**src/rtl/i2c_rs_pkg.sv**
```systemverilog
`timescale 1ns/1ps
package i2c_rs_pkg;

    localparam int BYTE_W = 8;
    localparam int PTR_W  = 7;

    typedef enum logic [3:0] {
        ST_IDLE,
        ST_ADDR,
        ST_ADDR_ACK,
        ST_SUB,
        ST_SUB_ACK,
        ST_WDATA,
        ST_WDATA_ACK,
        ST_RDATA,
        ST_MACK
    } rs_state_e;

    typedef struct packed {
        logic scl;
        logic sda;
        logic scl_rise;
        logic scl_fall;
        logic start;
        logic stop;
    } bus_evt_t;

    function automatic logic hdr_match(input logic [BYTE_W-1:0] hdr,
                                       input logic [PTR_W-1:0] dev);
        return hdr[BYTE_W-1:1] == dev;
    endfunction

    function automatic logic [PTR_W-1:0] ptr_step(input logic [PTR_W-1:0] p,
                                                  input logic step);
        return p + {{(PTR_W-1){1'b0}}, step};
    endfunction

endpackage

```
**src/rtl/i2c_rs_sync.sv**
```systemverilog
`timescale 1ns/1ps
module i2c_rs_sync
    import i2c_rs_pkg::*;
#(
    parameter int STAGES = 2
) (
    input  logic     clk,
    input  logic     rst,
    input  logic     scl_i,
    input  logic     sda_i,
    output bus_evt_t evt
);
    logic [STAGES-1:0] scl_p, sda_p;
    logic              scl_q, sda_q;
    logic              scl_s, sda_s;

    always_ff @(posedge clk) begin
        if (rst) begin
            scl_p <= '1;
            sda_p <= '1;
            scl_q <= 1'b1;
            sda_q <= 1'b1;
        end else begin
            scl_p[0] <= scl_i;
            sda_p[0] <= sda_i;
            for (int i = 1; i < STAGES; i++) begin
                scl_p[i] <= scl_p[i-1];
                sda_p[i] <= sda_p[i-1];
            end
            scl_q <= scl_s;
            sda_q <= sda_s;
        end
    end

    assign scl_s = scl_p[STAGES-1];
    assign sda_s = sda_p[STAGES-1];

    always_comb begin
        evt.scl      = scl_s;
        evt.sda      = sda_s;
        evt.scl_rise = scl_s & ~scl_q;
        evt.scl_fall = ~scl_s & scl_q;
        evt.start    = scl_s & scl_q & sda_q & ~sda_s;
        evt.stop     = scl_s & scl_q & ~sda_q & sda_s;
    end
endmodule

```
**src/rtl/i2c_rs_engine.sv**
```systemverilog
`timescale 1ns/1ps
module i2c_rs_engine
    import i2c_rs_pkg::*;
#(
    parameter logic [PTR_W-1:0] DEV_ADDR = 7'h5F
) (
    input  logic              clk,
    input  logic              rst,
    input  logic              clr,
    input  bus_evt_t          evt,
    input  logic [BYTE_W-1:0] rdata,
    output logic              sda_pull,
    output logic [PTR_W-1:0]  ptr,
    output logic              wr_stb,
    output logic [BYTE_W-1:0] wdata
);
    localparam int CNT_W = $clog2(BYTE_W);
    localparam logic [CNT_W-1:0] LAST_BIT = CNT_W'(BYTE_W - 1);

    rs_state_e         state;
    logic [CNT_W-1:0]  cnt;
    logic              full;
    logic [BYTE_W-1:0] rx_sh;
    logic [BYTE_W-1:0] tx_sh;
    logic              step_en;
    logic              rd_dir;
    logic              mack;

    always_ff @(posedge clk) begin
        if (rst || clr) begin
            state    <= ST_IDLE;
            cnt      <= '0;
            full     <= 1'b0;
            rx_sh    <= '0;
            tx_sh    <= '0;
            step_en  <= 1'b0;
            rd_dir   <= 1'b0;
            mack     <= 1'b0;
            sda_pull <= 1'b0;
            ptr      <= '0;
            wr_stb   <= 1'b0;
            wdata    <= '0;
        end else begin
            wr_stb <= 1'b0;
            if (evt.start) begin
                state    <= ST_ADDR;
                cnt      <= '0;
                full     <= 1'b0;
                sda_pull <= 1'b0;
            end else if (evt.stop) begin
                state    <= ST_IDLE;
                cnt      <= '0;
                full     <= 1'b0;
                sda_pull <= 1'b0;
            end else begin
                unique case (state)
                    ST_ADDR, ST_SUB, ST_WDATA: begin
                        if (evt.scl_rise && !full) begin
                            rx_sh <= {rx_sh[BYTE_W-2:0], evt.sda};
                            cnt   <= cnt + 1'b1;
                            if (cnt == LAST_BIT) full <= 1'b1;
                        end else if (evt.scl_fall && full) begin
                            full <= 1'b0;
                            cnt  <= '0;
                            if (state == ST_ADDR) begin
                                if (hdr_match(rx_sh, DEV_ADDR)) begin
                                    rd_dir   <= rx_sh[0];
                                    sda_pull <= 1'b1;
                                    state    <= ST_ADDR_ACK;
                                end else begin
                                    state <= ST_IDLE;
                                end
                            end else if (state == ST_SUB) begin
                                ptr      <= rx_sh[PTR_W-1:0];
                                step_en  <= rx_sh[BYTE_W-1];
                                sda_pull <= 1'b1;
                                state    <= ST_SUB_ACK;
                            end else begin
                                wr_stb   <= 1'b1;
                                wdata    <= rx_sh;
                                sda_pull <= 1'b1;
                                state    <= ST_WDATA_ACK;
                            end
                        end
                    end
                    ST_ADDR_ACK: begin
                        if (evt.scl_fall) begin
                            cnt <= '0;
                            if (rd_dir) begin
                                tx_sh    <= rdata;
                                sda_pull <= ~rdata[BYTE_W-1];
                                ptr      <= ptr_step(ptr, step_en);
                                state    <= ST_RDATA;
                            end else begin
                                sda_pull <= 1'b0;
                                state    <= ST_SUB;
                            end
                        end
                    end
                    ST_SUB_ACK: begin
                        if (evt.scl_fall) begin
                            sda_pull <= 1'b0;
                            state    <= ST_WDATA;
                        end
                    end
                    ST_WDATA_ACK: begin
                        if (evt.scl_fall) begin
                            sda_pull <= 1'b0;
                            ptr      <= ptr_step(ptr, step_en);
                            state    <= ST_WDATA;
                        end
                    end
                    ST_RDATA: begin
                        if (evt.scl_fall) begin
                            if (cnt == LAST_BIT) begin
                                sda_pull <= 1'b0;
                                cnt      <= '0;
                                state    <= ST_MACK;
                            end else begin
                                tx_sh    <= {tx_sh[BYTE_W-2:0], 1'b0};
                                sda_pull <= ~tx_sh[BYTE_W-2];
                                cnt      <= cnt + 1'b1;
                            end
                        end
                    end
                    ST_MACK: begin
                        if (evt.scl_rise) begin
                            mack <= ~evt.sda;
                        end else if (evt.scl_fall) begin
                            if (mack) begin
                                tx_sh    <= rdata;
                                sda_pull <= ~rdata[BYTE_W-1];
                                ptr      <= ptr_step(ptr, step_en);
                                state    <= ST_RDATA;
                            end else begin
                                sda_pull <= 1'b0;
                                state    <= ST_IDLE;
                            end
                        end
                    end
                    default: begin
                        sda_pull <= 1'b0;
                    end
                endcase
            end
        end
    end
endmodule

```
**src/rtl/i2c_regslave.sv**
```systemverilog
`timescale 1ns/1ps
module i2c_regslave
    import i2c_rs_pkg::*;
#(
    parameter logic [6:0] DEV_ADDR    = 7'h5F,
    parameter int         SYNC_STAGES = 2
) (
    input  logic       clk,
    input  logic       rst,
    input  logic       bus_sel_i,
    input  logic       scl_i,
    input  logic       sda_i,
    output logic       sda_pull_o,
    output logic [6:0] reg_addr_o,
    output logic       reg_wr_o,
    output logic [7:0] reg_wdata_o,
    input  logic [7:0] reg_rdata_i
);
    bus_evt_t evt;

    i2c_rs_sync #(.STAGES(SYNC_STAGES)) u_sync (
        .clk   (clk),
        .rst   (rst),
        .scl_i (scl_i),
        .sda_i (sda_i),
        .evt   (evt)
    );

    i2c_rs_engine #(.DEV_ADDR(DEV_ADDR)) u_engine (
        .clk      (clk),
        .rst      (rst),
        .clr      (~bus_sel_i),
        .evt      (evt),
        .rdata    (reg_rdata_i),
        .sda_pull (sda_pull_o),
        .ptr      (reg_addr_o),
        .wr_stb   (reg_wr_o),
        .wdata    (reg_wdata_o)
    );
endmodule

```
**config.mk**
```make
export PLATFORM = sky130hd
export DESIGN_NAME = i2c_regslave
export DESIGN_NICKNAME = d
export VERILOG_FILES = /design/src/rtl/i2c_rs_pkg.sv /design/src/rtl/i2c_rs_sync.sv /design/src/rtl/i2c_rs_engine.sv /design/src/rtl/i2c_regslave.sv
export SDC_FILE = /design/constraint.sdc
export NUM_CORES = 1
export LEC_CHECK = 0
export ABC_AREA = 1
export CAP_MARGIN = 30
export CORE_MARGIN = 3
export CORE_UTILIZATION = 40
export CTS_CLUSTER_SIZE = 25
export DETAILED_ROUTE_END_ITERATION = 8
export DONT_BUFFER_PORTS = 1
export GPL_ROUTABILITY_DRIVEN = 1
export PLACE_DENSITY = 0.66
export SYNTH_ARGS = -nofsm -noshare
export SYNTH_HDL_FRONTEND = slang
export SYNTH_SLANG_ARGS = --single-unit
```
**constraint.sdc**
```tcl
create_clock -name clk -period 2.7 [get_ports clk]
set_input_delay 0.27 -clock clk [delete_from_list [all_inputs] [get_ports clk]]
set_output_delay 0.27 -clock clk [all_outputs]
set_load 0.02 [all_outputs]
```
==> flow_summary_export.csv, run 1 <==
group,metric,value,unit
status,status,"complete, no violations",
synthesis,netlist_top_cells_area,"dfxtp_1 (37%), nand2_1 (13%), nor2_1 (9.1%)",
pwr,pwr-share-seq,41.2,%
drt,vias_per_cell,5.02,
clock_tree,h-tree-depth,2,
drt,wirelength,5920,um
synthesis,synth_largest_area_cell,"dfxtp_1",
sta,timing.final.hold_violations,0,
synthesis,synth.avg_cell_area,6.75,um^2
sta,worst_slew_pin_slew,0.571,ns
synthesis,yosysTopAreaCellShare,37.4,%
sta,post-route-period-util,72.2,%
clock_tree,worstSkewPairLatency,0.30,ns
cells_and_area,final.fill_count,630,
sta,slew_violations,0,
cells_and_area,seqCellArea,981,um^2
setup_path,critPathKind,"flip-flop to flip-flop",
grt,grt_pass1_wl,10300,um
setup_path,cp-start-kind,"flip-flop",
drt,firstDrtPassIters,4,
placement,post-dp-hpwl,4470,um
clock_tree,cts_resized,0,
sta,setup_viol,0,
sta,max_freq,513,MHz
sta,timing.setup.tns,0,ns
pwr,pwr-share-comb,36.7,%
pwr,pwr-share-clk,22.1,%
pwr,power.switching,867,uW
drt,drc,0,
pwr,p_sw_share,40.9,%
grt,grt_max_degree,22,
die,initial_utilization,42.8,%
synthesis,synthesis.instances,389,
die,dieArea,7570,um^2
pwr,vdd_drop_max,320,uV
clock_tree,ctsHoldBuffers,0,
grt,antenna_found_initial,0,
drt,ant_nets,0,
die,coreArea,6130,um^2
cells_and_area,finalNetCount,406,
grt,grtUsageMet3,3.78,%
clock_tree,root_buffer,"clkbuf_8",
synthesis,synth_area,2630,um^2
synthesis,ys_top_cells_by_count,"nand2_1 (90), nor2_1 (64), dfxtp_1 (49), inv_1 (38), nand3_1 (27)",
setup_path,arrival,2.13,ns
sta,skew,0.0130,ns
drt,drtIter0Drc,142,
grt,grt_use_total,17.0,%
grt,top_usage_layer,"met2",
synthesis,synth-main-ff-cell,"dfxtp_1",
setup_path,endpoint_kind,"flip-flop",
sta,worst_slack,0.752,ns
cells_and_area,antenna_cells,0,
placement,gp_congestion,0.933,
synthesis,synth_cell_type_count,31,
clock_tree,cts_num_sinks,49,
die,io_pins,30,
sta,fin_crit,1.95,ns
grt,grt_remaining_overflow,0,
die,num_rows,28,
synthesis,ys_warn_count,0,
synthesis,synth_nets,406,
clock_tree,cts.clk_slew.worst_paths,0.10,ns
synthesis,async_flop_share,0,%
cells_and_area,multi_input_area,1410,um^2
pwr,power_density,767,nW/um^2
clock_tree,post-cts-setup-buffers,0,
die,die_x,87.0,um
clock_tree,cts_buffer_depth,2,
placement,pre_cts_slack,0.742,ns
grt,grtUsageMet1,20.8,%
sta,slew_headroom,61.9,%
die,die_h,87.0,um
sta,rsz0062_at_grt,"no",
cells_and_area,drive_gt1_share,13.1,%
pwr,power,2120,uW
clock_tree,cts_tree,"yes",
synthesis,synth_edf_count,0,
cells_and_area,syn2layout_area_growth,5.24,%
pwr,p_leak,0.00117,uW
placement,port_buffers,0,
min_path,hp-class,"primary input to flip-flop",
pwr,p_int,1250,uW
setup_path,crit_path_max_fanout,16,
setup_path,cp.required,2.88,ns
drt,drt-wirelength-per-cell,12.7,um
synthesis,synth_seq_cells,49,
grt,use_met2,28.8,%
grt,grt_pass1_vias,2230,
synthesis,yosysSeqAreaShare,37.4,%
drt,vias,2332,
synthesis,synth.most_common_cell,"nand2_1",
clock_tree,cts_inserted_buffers,5,
run,drv_cap,0,
per-stage QoR:
stage / cells / util [%] / hold slack, ns / cell area (um^2)
2_1_floorplan: 389 / - / 0.374 / 2630
3_3_place_gp: 457 / 43.5 / 0.375 / 2670
3_5_place_dp: 457 / 43.5 / 0.377 / 2670
4_1_cts: 465 / 45.1 / 0.0510 / 2760
5_1_grt: 465 / 45.1 / 0.0415 / 2760
6_report: 465 / 45.1 / 0.0612 / 2760
final cells by class:
cell class | instances | area share [%]
clock inverter | 2 | 0.589
inverter | 46 | 6.25
tap | 75 | 3.40
timing repair buffer | 1 | 0.272
clock buffer | 6 | 2.99
multi-input combinational | 286 | 51.0
sequential | 49 | 35.5
path summary, 6_finish.rpt:
check | startpoint | end | slack [ns] | depth (start not counted)
worst min register to register | u_sync.sda_p[0]$_SDFF_PP1_ | u_sync.sda_p[1]$_SDFF_PP1_ | 0.42 | 1
worst min-delay path | scl_i | u_sync.scl_p[0]$_SDFF_PP1_ | 0.06 | 1
worst max register to register | u_engine.state[3]$_SDFFE_PP0P_ | u_engine.wdata[1]$_SDFFE_PP0P_ | 0.75 | 7
worst max-delay path | u_engine.state[3]$_SDFFE_PP0P_ | u_engine.wdata[1]$_SDFFE_PP0P_ | 0.75 | 7
layout by cell type, fill, tap and decap left out:
cell / n
nand3b_1: 2
clkbuf_8: 6
dfxtp_1: 49
nor2_1: 64
nand2_2: 9
inv_2: 8
clkinvlp_4: 1
nand4_1: 10
nor3_1: 1
inv_1: 38
ha_1: 4
xnor2_1: 1
a31oi_1: 1
o21a_1: 1
nand2_4: 2
or2_2: 4
nand2_1: 90
nor2_8: 1
and2_4: 1
nand3_1: 27
inv_6: 1
xor2_1: 2
nand3_4: 1
o211ai_1: 2
buf_4: 1
a21oi_1: 23
nor2_4: 4
nor3_2: 1
o21ai_0: 24
nor2_2: 11
cells by family after synthesis:
group                    synth area share [%]
adder cells (fa/ha/maj)                  1.91
buffers and inverters                    8.96
AO/OA/AOI/OAI                            10.1
AND/OR/NAND/NOR                          40.7
XOR/XNOR                                 1.00
flip-flops                               37.4
flip-flops by register name (all words and copies together) (netlist names), 2 cells and up:
| signal | flops |
|---|---|
| u_engine.wdata | 8 |
| u_engine.state | 4 |
| u_engine.rx_sh | 8 |
| u_engine.tx_sh | 7 |
| u_sync.scl_p | 2 |
| u_sync.sda_p | 2 |
| u_engine.cnt | 3 |
| u_engine.ptr | 7 |
power groups by stage:
| stage | sequential, uW | clock, uW | combinational, uW |
|---|---|---|---|
| final | 874 | 468 | 779 |
| after global routing | 886 | 524 | 898 |
| after CTS | 874 | 486 | 776 |
| after detailed placement | 891 | 0 | 774 |
| after global placement | 891 | 0 | 762 |
| after floorplan | 867 | 0 | 669 |
routing by layer:
metal,wire length [um],part of all wire [%],vias to the layer above
met4,91,1.5,0
met5,0,0,-
met1,2650,45,1042
met3,246,4.2,10
li1,-,-,1229
met2,2930,50,51
critical path, stage by stage (launching register included):
cell and delay, ns:
dfxtp_1 0.55, inv_1 0.10, nand3_1 0.16, nor2_1 0.09
nor2_1 0.13, nand3b_1 0.41, o21ai_0 0.33, a21oi_1 0.06
No activity file was read; power rests on OpenSTA's default activity.
==> run 2: changes to the inputs <==
==> constraint.sdc (replaced) <==
create_clock -name clk -period 1.9 [get_ports clk]
set_input_delay 0.19 -clock clk [delete_from_list [all_inputs] [get_ports clk]]
set_output_delay 0.19 -clock clk [all_outputs]
set_load 0.02 [all_outputs]
==> run 2 against run 1 <==
  * Worst setup slack worse by 0.56 ns
  * Final area increased by 5.2%
  * Non-clock buffer count increased by 14
  * Largest power group unchanged
  * First-iteration DRC count decreased by 0.70%
  * Critical path type unchanged
==> flow_summary_export.csv, run 2 (synthesis results as in run 1) <==
group,metric,value,unit
clock_tree,cts_inserted_buffers,5,
cells_and_area,layout_common_cells,"nand2_1 (90), nor2_1 (64), dfxtp_1 (48)",
drt,ant_nets,0,
clock_tree,cts_tree,"yes",
pwr,p_sw_share,38.5,%
clock_tree,worstSkewPairLatency,0.30,ns
cells_and_area,finalNetCount,420,
pwr,power_density,1090,nW/um^2
grt,antenna_found_initial,0,
die,dieArea,7570,um^2
die,die_x,87.0,um
setup_path,cp-start-kind,"flip-flop",
drt,vias_per_cell,4.98,
sta,fin_crit,1.71,ns
cells_and_area,syn2layout_area_growth,10.7,%
cells_and_area,largest_registers,"u_engine.rx_sh: 8 flops, u_engine.wdata: 8 flops",
setup_path,endpoint_kind,"flip-flop",
drt,wirelength,5960,um
sta,slew_headroom,71.8,%
setup_path,critical_path.startpoint,"u_engine.state[2]$_SDFFE_PP0P_",
setup_path,arrival,1.94,ns
clock_tree,h-tree-depth,2,
setup_path,critPathKind,"flip-flop to flip-flop",
drt,drt-wirelength-per-cell,12.4,um
sta,timing.final.hold_violations,0,
die,io_pins,30,
drt,firstDrtPassIters,4,
die,coreArea,6130,um^2
setup_path,r2r-start,"u_engine.state[2]$_SDFFE_PP0P_",
grt,grt_use_total,17.0,%
sta,skew,0.00732,ns
setup_path,crit_path_max_fanout,11,
grt,grt_pass1_vias,2362,
sta,setup_viol,0,
run,drv_cap,0,
pwr,p_int,1940,uW
cells_and_area,utilization,47.4,%
cells_and_area,drive_gt1_share,15.6,%
placement,post-dp-hpwl,4560,um
placement,gp_congestion,0.968,
clock_tree,cts_num_sinks,49,
grt,grt_max_degree,17,
pwr,p_leak,0.00124,uW
pwr,pwr-share-seq,38.7,%
clock_tree,root_buffer,"clkbuf_8",
cells_and_area,final_common_cell,"nand2_1",
pwr,pwr-share-clk,24.5,%
status,status,"complete, no violations",
grt,grt_remaining_overflow,0,
die,die_h,87.0,um
drt,drc,0,
sta,rsz0062_at_grt,"no",
sta,slew_violations,0,
drt,drtIter0Drc,141,
pwr,power.switching,1220,uW
clock_tree,cts.clk_slew.worst_paths,0.09,ns
min_path,hp-class,"primary input to flip-flop",
die,initial_utilization,42.8,%
grt,grt_pass1_wl,10400,um
sta,timing.setup.tns,0,ns
cells_and_area,antenna_cells,0,
sta,worst_slew_pin_slew,0.423,ns
setup_path,cp.required,2.13,ns
pwr,vdd_drop_max,640,uV
min_path,hold_path.startpoint,"rst",
drt,vias,2386,
placement,port_buffers,0,
pwr,pwr-share-comb,36.9,%
clock_tree,cts_buffer_depth,2,
die,num_rows,28,
sta,post-route-period-util,89.8,%
sta,max_freq,586,MHz
clock_tree,post-cts-setup-buffers,0,
run 2: routing by layer:
metal	part of all wire (%)	vias to the layer above	routed length, um	GRT usage (%)
li1	-	1258	-	-
met1	46	1058	2760	21.3
met2	46	53	2720	27.8
met3	5.2	17	308	3.69
met4	2.9	0	175	7.79
met5	0	-	0	0
run 2: final timing paths:
| check | cells past startpoint | slack [ns] | end |
|---|---|---|---|
| worst max-delay path | 8 | 0.19 | u_engine.cnt[2]$_SDFFE_PP0P_ |
| worst min register to register | 1 | 0.42 | u_sync.scl_p[1]$_SDFF_PP1_ |
| worst min-delay path | 2 | 0.01 | u_sync.scl_q$_SDFF_PP1_ |
| worst max register to register | 8 | 0.19 | u_engine.cnt[2]$_SDFFE_PP0P_ |
run 2: power groups by stage:
stage	clock [uW]	sequential, uW	combinational [uW]
finish	774	1220	1170
global route	848	1240	1350
global placement	0	1240	1140
CTS	799	1220	1150
floorplan	0	1230	950
detailed placement	0	1240	1140
run 2: timing repair:
item                       4_1_cts  5_1_grt
hold buffers                     4        0
hold endpoints to repair         4        0
gates resized for setup          0        2
setup endpoints to repair        0        9
run 2: worst max-delay path: stages, from the launching register on:
cell and delay [ns]:
dfxtp_1 0.44, inv_2 0.12, nor2_4 0.17, nand2_4 0.14, nand2_4 0.13, nor2_1 0.07
nor3_2 0.32, nand3_1 0.11, a21oi_1 0.14
run 2: cell type report:
class	count	area, um^2
Tap cell	75	93.8
Fill cell	624	3220
Timing Repair Buffer	15	123
Sequential cell	49	982
Clock buffer	6	82.6
Clock inverter	2	37.5
Inverter	46	173
Multi-Input combinational cell	286	1420
run 2: per-stage QoR:
| step | hold WS, ns | instances | total power (uW) | cell area [um^2] | setup WS (ns) |
|---|---|---|---|---|---|
| 2_1_floorplan | 0.294 | 389 | 2180 | 2630 | 0.281 |
| 3_3_place_gp | 0.295 | 467 | 2380 | 2740 | 0.209 |
| 3_5_place_dp | 0.298 | 467 | 2390 | 2740 | 0.164 |
| 4_1_cts | 0.00244 | 479 | 3170 | 2900 | 0.139 |
| 5_1_grt | 0.00196 | 479 | 3440 | 2910 | 0.0381 |
| 6_report | 0.0108 | 479 | 3160 | 2910 | 0.194 |
==> run 3: changes to the inputs <==
--- a/config.mk
+++ b/config.mk
@@ -7,8 +7,10 @@
 export LEC_CHECK = 0
 export ABC_AREA = 1
 export CAP_MARGIN = 30
+export CORE_ASPECT_RATIO = 2
 export CORE_MARGIN = 3
 export CORE_UTILIZATION = 40
+export CTS_BUF_LIST = sky130_fd_sc_hd__clkbuf_4 sky130_fd_sc_hd__clkbuf_8
 export CTS_CLUSTER_SIZE = 25
 export DETAILED_ROUTE_END_ITERATION = 8
 export DONT_BUFFER_PORTS = 1
==> constraint.sdc (replaced) <==
create_clock -name clk -period 1.7 [get_ports clk]
set_input_delay 0.17 -clock clk [delete_from_list [all_inputs] [get_ports clk]]
set_output_delay 0.17 -clock clk [all_outputs]
set_load 0.02 [all_outputs]
==> run 3 against run 2 <==
  * Register-to-register slack lost 0.09 ns
  * Die area rose by 0.77%
  * Via count up 5.6%
  * Worst hold slack improved by 0.075 ns
  * Sequential cell count unchanged
  * Wire length up 13%
  * Global-route usage up 0.98 points
  * Clock power is 13% higher
  * Combinational power up 30%
  * Count of clock-buffer cells in the layout did not move
  * Fmax up 7.0%
  * Highest routed layer unchanged
==> flow_summary_export.csv, run 3 (synthesis results as in run 1) <==
group,metric,value,unit
run,drv_cap,0,
min_path,hold_path.startpoint,"reg_rdata_i[0]",
cells_and_area,drive_gt1_share,21.6,%
placement,post-dp-hpwl,5180,um
clock_tree,cts_tree,"yes",
pwr,power_density,1220,nW/um^2
die,io_pins,30,
drt,vias,2519,
sta,slew_violations,0,
sta,max_freq,627,MHz
cells_and_area,layout_common_cells,"nand2_1 (89), nor2_1 (60), dfxtp_1 (43)",
die,dieArea,7630,um^2
grt,grt_pass1_wl,10700,um
clock_tree,cts_num_sinks,49,
setup_path,arrival,1.82,ns
setup_path,crit_path_max_fanout,6,
sta,skew,0.0108,ns
die,die_x,63.3,um
setup_path,crit_top_cell,"nor2_1",
setup_path,reg2reg_depth,12,
cells_and_area,largest_registers,"u_engine.rx_sh: 8 flops, u_engine.wdata: 8 flops",
drt,drc,0,
pwr,p_leak,0.00133,uW
die,initial_utilization,41.3,%
min_path,min_path_cells,4,
setup_path,cp-start-kind,"flip-flop",
drt,vias_per_cell,5.01,
clock_tree,cts.clk_slew.worst_paths,0.10,ns
status,status,"complete, no violations",
placement,gp_congestion,0.992,
cells_and_area,seqCellArea,996,um^2
sta,post-route-period-util,93.8,%
sta,hold_slack,0.0860,ns
drt,ant_nets,0,
clock_tree,cts_inserted_buffers,5,
grt,grt_use_total,18.0,%
sta,timing.final.hold_violations,0,
setup_path,slowest_stage,"dfxtp_1",
clock_tree,root_buffer,"clkbuf_8",
clock_tree,worstSkewPairLatency,0.32,ns
cells_and_area,final.fill_count,689,
setup_path,critPathKind,"flip-flop to flip-flop",
setup_path,cp.required,1.93,ns
min_path,hp-class,"primary input to flip-flop",
die,coreArea,6360,um^2
die,num_rows,41,
cells_and_area,antenna_cells,0,
cells_and_area,final_common_cell,"nand2_1",
setup_path,crit_chain,"ha_1, ha_1, inv_2, nand3_1, nand2_1, inv_1, nand2_1, nor2_1, nand2_2, buf_4, nor2_1, nor2_1",
min_path,min_to,"u_engine.tx_sh[0]$_SDFFE_PP0P_",
sta,fin_crit,1.59,ns
drt,firstDrtPassIters,4,
placement,port_buffers,0,
drt,drt-wirelength-per-cell,13.3,um
sta,worst_slew_pin_slew,0.447,ns
setup_path,endpoint_kind,"flip-flop",
setup_path,r2r_slack,0.11,ns
cells_and_area,syn2layout_area_growth,17.0,%
sta,setup_viol,0,
drt,wirelength,6700,um
drt,drtIter0Drc,134,
pwr,vdd_drop_max,643,uV
grt,grt_pass1_vias,2416,
setup_path,r2r-start,"u_engine.cnt[1]$_SDFFE_PP0P_",
cells_and_area,multi_input_area,1460,um^2
grt,grt_remaining_overflow,0,
clock_tree,h-tree-depth,2,
clock_tree,cts_buffer_depth,2,
setup_path,slowest_delay,0.35,ns
cells_and_area,finalNetCount,433,
setup_path,reg2reg_to,"u_engine.state[1]$_SDFFE_PP0P_",
sta,worst_slack,0.106,ns
die,die_h,121,um
grt,antenna_found_initial,0,
sta,rsz0062_at_grt,"yes",
placement,pre_cts_slack,0.0128,ns
sta,slew_headroom,70.1,%
grt,grt_max_degree,17,
==> run 3: final cells by class <==
cell class / instances / share of cell area, %
well taps: 86 / 3.50
clock buffers: 6 / 2.48
repair buffers: 28 / 7.29
multi-input cells: 286 / 47.4
flip-flops and latches: 49 / 32.4
clock inverters: 2 / 1.26
inverters: 46 / 5.62
==> run 3: critical path: cells and delay by family, from the launching register on <==
family | cells | cell delay [ns]
and+or+nand+nor | 7 | 0.57
adders and majority gates | 2 | 0.32
DFF | 1 | 0.35
buffers and inverters | 3 | 0.26
==> run 3: per-layer routing <==
metal  vias to the layer above  routed length (um)  track usage [%]
li1                       1288                   -                -
met1                      1131                2370             15.9
met2                        62                3600             33.8
met3                        38                 230             3.72
met4                         0                 500             14.7
met5                         -                   0                0
==> run 3: worst max-delay path by stage <==
| stage | start | slack (ns) | depth (start not counted) | end |
|---|---|---|---|---|
| 2_1_floorplan | u_engine.cnt[0]$_SDFFE_PP0P_ | 0.08 | 12 | u_engine.tx_sh[0]$_SDFFE_PP0P_ |
| 3_3_place_gp | u_engine.state[3]$_SDFFE_PP0P_ | 0.05 | 9 | u_engine.tx_sh[0]$_SDFFE_PP0P_ |
| 3_5_place_dp | u_engine.state[3]$_SDFFE_PP0P_ | 0.01 | 9 | u_engine.tx_sh[0]$_SDFFE_PP0P_ |
| 4_1_cts | u_engine.cnt[0]$_SDFFE_PP0P_ | 0.05 | 13 | u_engine.state[2]$_SDFFE_PP0P_ |
| 5_1_grt | rst | -0.05 | 6 | u_engine.wr_stb$_SDFF_PP0_ |
| 6_report | u_engine.cnt[1]$_SDFFE_PP0P_ | 0.11 | 12 | u_engine.state[1]$_SDFFE_PP0P_ |
==> run 3: report_power, final <==
part           leakage (uW)  internal [uW]  total (uW)  switching (uW)
Sequential         0.000399           1250        1350             108
Clock             0.0000588            458         871             413
Combinational      0.000871            574        1520             948
==> run 3: what timing repair did <==
action                                  in CTS  in global routing
setup buffers                                0                  5
hold endpoints to repair                     6                  0
hold buffers                                 4                  0
gates resized for setup                      2                 23
endpoints found under the setup margin       2                 38
pin swaps                                    0                  7
==> run 3: through the flow <==
stage                     std cells  area (um^2)  TNS, ns  utilization (%)  total power, uW
after floorplan                 389         2630        0                -             2440
after global placement          486         2810        0             44.2             2730
after detailed placement        486         2810        0             44.2             2740
after CTS                       498         2970        0             46.7             3630
after global routing            503         3070   -0.199             48.3             4020
final                           503         3070        0             48.3             3750
